`config.mk`:
```
export PLATFORM = sky130hd
export DESIGN_NAME = arb_tmo_top
export DESIGN_NICKNAME = d
export VERILOG_FILES = /design/src/rtl/arb_tmo_pkg.sv /design/src/rtl/arb_tmo_select.sv /design/src/rtl/arb_tmo_sequencer.sv /design/src/rtl/arb_tmo_pacer.sv /design/src/rtl/arb_tmo_top.sv
export SDC_FILE = /design/constraint.sdc
export NUM_CORES = 1
export LEC_CHECK = 0
export ABC_AREA = 1
export BUFFER_PORTS_ARGS = -buffer_cell sky130_fd_sc_hd__buf_4
export CORE_MARGIN = 8
export CORE_UTILIZATION = 45
export DETAILED_ROUTE_END_ITERATION = 12
export PLACE_DENSITY = 0.82
export SYNTH_ARGS = -nofsm -noshare
export SYNTH_HDL_FRONTEND = slang
export SYNTH_HIERARCHICAL = 1
export SYNTH_SLANG_ARGS = --single-unit
```
`constraint.sdc`:
```
create_clock -name clk -period 2.4 [get_ports clk]
set_input_delay 0.12 -clock clk [delete_from_list [all_inputs] [get_ports clk]]
set_output_delay 0.12 -clock clk [all_outputs]
set_load 0.01 [all_outputs]
```
`src/rtl/arb_tmo_pkg.sv`:
```
// Package: shared sizes and types of the channel arbiter with wait pacing.
// Assumes: four channels, two-bit levels, six-bit wait limit.
package arb_tmo_pkg;
    localparam int unsigned CH_N  = 4;
    localparam int unsigned LVL_W = 2;
    localparam int unsigned TMO_W = 6;

    // Grant sequencer states.
    typedef enum logic [1:0] {
        GS_IDLE = 2'd0,
        GS_HOLD = 2'd1,
        GS_GAP  = 2'd2
    } gnt_state_e;
endpackage

```
`src/rtl/arb_tmo_select.sv`:
```
// Module: arb_tmo_select
// Picks the requesting channel with the highest level; ties go to the
// lowest index. Purely combinational. Assumes the level field of channel i
// sits at [i*LVL_W +: LVL_W] in the packed level vector.
module arb_tmo_select #(
    parameter int unsigned CH_N  = 4,
    parameter int unsigned LVL_W = 2
) (
    input  logic [CH_N-1:0]       req,
    input  logic [CH_N*LVL_W-1:0] lvl,
    output logic [CH_N-1:0]       win_oh,
    output logic                  win_any
);
    localparam int unsigned IDX_W = (CH_N > 1) ? $clog2(CH_N) : 1;

    logic [LVL_W-1:0] lvl_ch [CH_N];

    // Split the packed level vector into per-channel fields.
    for (genvar g = 0; g < CH_N; g++) begin : g_split
        assign lvl_ch[g] = lvl[g*LVL_W +: LVL_W];
    end

    logic [IDX_W-1:0] best_idx;
    logic [LVL_W-1:0] best_lvl;
    logic             found;

    // Scan upward; a strict compare keeps the lowest index on ties.
    always_comb begin
        best_idx = '0;
        best_lvl = '0;
        found    = 1'b0;
        for (int i = 0; i < CH_N; i++) begin
            if (req[i] && (!found || (lvl_ch[i] > best_lvl))) begin
                best_idx = IDX_W'(i);
                best_lvl = lvl_ch[i];
                found    = 1'b1;
            end
        end
    end

    // Expand the winning index to a one-hot vector.
    always_comb begin
        win_oh = '0;
        if (found) begin
            win_oh[best_idx] = 1'b1;
        end
    end

    assign win_any = found;
endmodule

```
`src/rtl/arb_tmo_sequencer.sv`:
```
// Module: arb_tmo_sequencer
// Holds a one-hot grant for one data unit, releases it on unit_done, leaves
// one gap cycle, then accepts the next winner. The global enable withdraws
// any grant and blocks new ones. Assumes win_oh is one-hot or zero.
module arb_tmo_sequencer
    import arb_tmo_pkg::*;
#(
    parameter int unsigned CH_N = 4
) (
    input  logic            clk,
    input  logic            rst_n,
    input  logic            glob_en,
    input  logic [CH_N-1:0] win_oh,
    input  logic            win_any,
    input  logic            unit_done,
    output logic [CH_N-1:0] gnt_q
);
    gnt_state_e state_q;

    // State and grant register update.
    always_ff @(posedge clk) begin
        if (!rst_n) begin
            state_q <= GS_IDLE;
            gnt_q   <= '0;
        end else if (!glob_en) begin
            state_q <= GS_IDLE;
            gnt_q   <= '0;
        end else begin
            case (state_q)
                GS_IDLE: begin
                    if (win_any) begin
                        state_q <= GS_HOLD;
                        gnt_q   <= win_oh;
                    end
                end
                GS_HOLD: begin
                    if (unit_done) begin
                        state_q <= GS_GAP;
                        gnt_q   <= '0;
                    end
                end
                GS_GAP: begin
                    if (win_any) begin
                        state_q <= GS_HOLD;
                        gnt_q   <= win_oh;
                    end else begin
                        state_q <= GS_IDLE;
                    end
                end
                default: begin
                    state_q <= GS_IDLE;
                    gnt_q   <= '0;
                end
            endcase
        end
    end
endmodule

```
`src/rtl/arb_tmo_pacer.sv`:
```
// Module: arb_tmo_pacer
// Counts clock edges since the latest rising request (saturating) and
// raises the high-priority bus request while a grant is held and the
// count has reached the wait limit. A bus grant clears the count.
// Assumes request lines are synchronous to clk.
module arb_tmo_pacer #(
    parameter int unsigned CH_N  = 4,
    parameter int unsigned TMO_W = 6
) (
    input  logic             clk,
    input  logic             rst_n,
    input  logic [CH_N-1:0]  req,
    input  logic             gnt_any,
    input  logic             bus_gnt,
    input  logic [TMO_W-1:0] wait_lim,
    output logic             hp_req
);
    localparam logic [TMO_W-1:0] CNT_MAX = '1;

    logic [CH_N-1:0]  req_q;
    logic [TMO_W-1:0] cnt_q;
    logic             new_req;

    // Remember the previous request vector for edge detection.
    always_ff @(posedge clk) begin
        if (!rst_n) begin
            req_q <= '0;
        end else begin
            req_q <= req;
        end
    end

    assign new_req = |(req & ~req_q);

    // Wait counter: cleared by bus grant or new request, else saturating count.
    always_ff @(posedge clk) begin
        if (!rst_n) begin
            cnt_q <= '0;
        end else if (bus_gnt || new_req) begin
            cnt_q <= '0;
        end else if (cnt_q != CNT_MAX) begin
            cnt_q <= cnt_q + 1'b1;
        end
    end

    // Escalate only while a channel holds a grant and the wait has elapsed.
    assign hp_req = gnt_any && (cnt_q >= wait_lim);
endmodule

```
`src/rtl/arb_tmo_top.sv`:
```
// Module: arb_tmo_top
// Four-channel priority arbiter with paced high-priority bus request.
// Assumes all inputs are synchronous to clk; reset is synchronous, active low.
module arb_tmo_top
    import arb_tmo_pkg::*;
(
    input  logic                   clk,
    input  logic                   rst_n,
    input  logic                   glob_en,
    input  logic [CH_N-1:0]        ch_req,
    input  logic [CH_N*LVL_W-1:0]  ch_lvl,
    input  logic [TMO_W-1:0]       wait_lim,
    input  logic                   unit_done,
    input  logic                   bus_gnt,
    output logic [CH_N-1:0]        ch_gnt,
    output logic                   hp_bus_req,
    output logic                   any_busy
);
    logic [CH_N-1:0] win_oh;
    logic            win_any;
    logic [CH_N-1:0] gnt_q;

    arb_tmo_select #(.CH_N(CH_N), .LVL_W(LVL_W)) u_select (
        .req     (ch_req),
        .lvl     (ch_lvl),
        .win_oh  (win_oh),
        .win_any (win_any)
    );

    arb_tmo_sequencer #(.CH_N(CH_N)) u_seq (
        .clk       (clk),
        .rst_n     (rst_n),
        .glob_en   (glob_en),
        .win_oh    (win_oh),
        .win_any   (win_any),
        .unit_done (unit_done),
        .gnt_q     (gnt_q)
    );

    arb_tmo_pacer #(.CH_N(CH_N), .TMO_W(TMO_W)) u_pacer (
        .clk      (clk),
        .rst_n    (rst_n),
        .req      (ch_req),
        .gnt_any  (|gnt_q),
        .bus_gnt  (bus_gnt),
        .wait_lim (wait_lim),
        .hp_req   (hp_bus_req)
    );

    assign ch_gnt   = gnt_q;
    assign any_busy = |gnt_q;
endmodule

```
==> metrics.txt <==
number of synthesized register bits 16; count of routing violations after the opening detailed-route iteration 37; Tcrit/Tclk final 113.0%; classification of the worst-slack hold path input pin to flop; DRC Markers 0; status finished with violations; slowest cell delay on critical path 270 ps; Worst EP required 2620 ps; startpoint class of the critical path input pin; setup violators final 4; number of antenna violations at the first check in global routing 0; ratio of cells with drive above 1 in the final layout 42.41%; total detailed-routing wirelength approximately 3900 um; wire length of the first global-routing pass roughly 5300 um; summed instance area of the synthesized netlist 0.001190 mm2; HPWL reported at the end of detailed placement 2099 um; clock latency on the worst-skew pair 280 ps; Port-buffer cells 28; TritonCTS clock tree built; number of max-slew violations in the final report 0; P&R area growth vs syn 57.73%; biggest fanout along the worst timing path 4; number of enable-type register cells in the synthesized netlist 0; final period demand of the worst path 2711 ps; global placer's final weighted congestion 0.8344; power per unit of standard cell area 383.0 mW/mm2; Rel. slew slack 80.52%; NumNets Final 295; hold violation total from the final report 0; clock tree buffer depth 2; cell taking the most area after synthesis sky130_fd_sc_hd__dfxtp_1; clock buffer count from CTS 3; most prevalent standard cell on the critical path sky130_fd_sc_hd__nand2_1; most common flop cell mapped by yosys sky130_fd_sc_hd__dfxtp_1; Initial Util a little under half; placeable core region about 0.0025 mm2; share of flip-flops with an asynchronous set or reset after synthesis 0%; largest cells by area after synthesis sky130_fd_sc_hd__dfxtp_1 27%, sky130_fd_sc_hd__nand2_1 20%, sky130_fd_sc_hd__inv_1 15%, sky130_fd_sc_hd__ha_1 14%, sky130_fd_sc_hd__nor2_1 5.0%; die boundary width 67.42 um; fraction of post-synthesis cell area in the top cell type by area 26.92%; die area 0.004545 mm2; first drt pass iteration count 4; # diodes 0; yosys synthesis warning count 6; root buf cell sky130_fd_sc_hd__clkbuf_4; WL per Instance around 14 um; distinct cell type count of the synthesized netlist 18; most used cells in the layout excluding fill and tap cells 52 x sky130_fd_sc_hd__nand2_1, 52 x sky130_fd_sc_hd__buf_4, 39 x sky130_fd_sc_hd__inv_1; average vias per placed instance 4.920; sequential area share after synthesis 26.92%; number of placed I/O pins 29; GRT Resource Usage Total approximately 15%; largest vdd supply drop between 0.0004 and 0.0005 V; Post-Syn Area per Cell 6.071 um2; syn nets roughly 230; FF+latch area 320.3 um2; Filler Cells Inserted 168; critical path capture point type flop; total area of multi-input combinational cells 832.0 um2; Least-Margin Pin Slew 289.6 ps; slowest stage cell on the critical path sky130_fd_sc_hd__ha_4; kind of critical path input pin to flop; remaining global-route overflow 0; setup repair after global routing missed its margin true; Synth Instances 196; Max Freq 368.9 MHz; setup slack at placement -547.8 ps; number of levels in the clock H-tree 1; Worst Hold Slack ~75 ps; total via count after detailed routing between 1000 and 1500; failing checks setup timing; WP data arrival slightly below 3000 ps; via count of the first global-routing pass 1384; Static Leak about 1.1 nW; clock-pin slew of the registers on the worst-case setup and hold paths ~90 ps; largest net degree at the start of global routing 9; Final WS setup -311.0 ps; Routed Antenna Nets 0; DIE HEIGHT 67.42 um; count of max-cap constraint violations 0; number of clock sinks seen by CTS 16; row count 18; Post-Route Skew 1.830 ps
-- final cells by class --
type / count / area share [%]
multi-input cells: 129 / 44.33
repair buffers: 58 / 25.07
flip-flops and latches: 16 / 17.07
inverters: 51 / 10.33
well taps: 30 / 2.000
clock buffers: 3 / 1.200
-- layer usage --
metal	up-vias	routed length [um]	track usage [%]
met3	20	239	4.636
met5	-	0	0
met2	53	2071	29.15
li1	708	-	-
met1	631	1360	13.81
met4	0	209	8.877
-- sequential cells by signal, summed over array words and instances (netlist names) --
| register | cells |
|---|---|
| u_seq/state_q | 2 |
| u_seq/gnt_q | 4 |
| u_pacer/cnt_q | 6 |
| u_pacer/req_q | 4 |
-- cell usage after synthesis (2+ instances only) --
library cell               n
sky130_fd_sc_hd__a21oi_1   8
sky130_fd_sc_hd__and2_1    2
sky130_fd_sc_hd__dfxtp_1  16
sky130_fd_sc_hd__ha_1     13
sky130_fd_sc_hd__inv_1    47
sky130_fd_sc_hd__inv_2     4
sky130_fd_sc_hd__nand2_1  64
sky130_fd_sc_hd__nand2_2   2
sky130_fd_sc_hd__nand3_1  11
sky130_fd_sc_hd__nand3_2   3
sky130_fd_sc_hd__nor2_1   16
sky130_fd_sc_hd__nor2_2    3
sky130_fd_sc_hd__o21ai_0   2
-- per-stage QoR --
step	total power [mW]	utilization, %	cell area [um2]	setup TNS [ps]	std cells
final	0.7187	75.08	1877	-948.7	287
after global routing	0.7613	75.08	1877	-1507	287
after CTS	0.6633	70.77	1769	-456.5	283
after detailed placement	0.4746	62.66	1567	-1939	265
after global placement	0.4701	62.66	1567	-1726	265
after floorplan	0.3917	-	1236	-496.9	196
-- cells by family (layout without fill, tap and decap cells) --
kind of cell	Yosys count	count (layout)	share of synthesized area [%]
buffers and inverters	51	112	16.09
AOI/OAI and AO/OA	12	12	5.258
adders and majority gates	13	13	13.67
and+or+nand+nor	104	104	38.07
DFF	16	16	26.92
-- power breakdown --
group / switching (mW) / leakage [nW] / internal [mW] / total (mW)
Sequential: 0.00543 / 0.131 / 0.274 / 0.279
Combinational: 0.150 / 0.911 / 0.150 / 0.300
Clock: 0.0813 / 0.0138 / 0.0583 / 0.140
-- worst max-delay path: cells and delay by family --
family,cells,cell delay (ps)
and+or+nand+nor,19,1480
AOI/OAI and AO/OA,2,220
buffers and inverters,4,320
adders and majority gates,3,790
-- timing repair --
item                       CTS  global route
pin swaps                   17            28
setup endpoints to repair    4             4
setup buffers               15             5
hold buffers                 0             0
gates resized for setup     17            26
-- worst paths after layout --
check / slack (ps) / cells after the start / to / from
max reg2reg: 1200 / 6 / u_pacer/cnt_q[0]$_SDFFE_PP0P_ / u_pacer/cnt_q[1]$_SDFFE_PP0P_
min: 70 / 3 / u_pacer/req_q[3]$_SDFF_PN0_ / ch_req[3]
max: -310 / 28 / u_seq/gnt_q[0]$_SDFFE_PN0P_ / ch_req[0]
min reg2reg: 470 / 1 / u_seq/state_q[1]$_SDFFE_PN0P_ / u_seq/state_q[1]$_SDFFE_PN0P_
(Power assumes the default switching activity.)
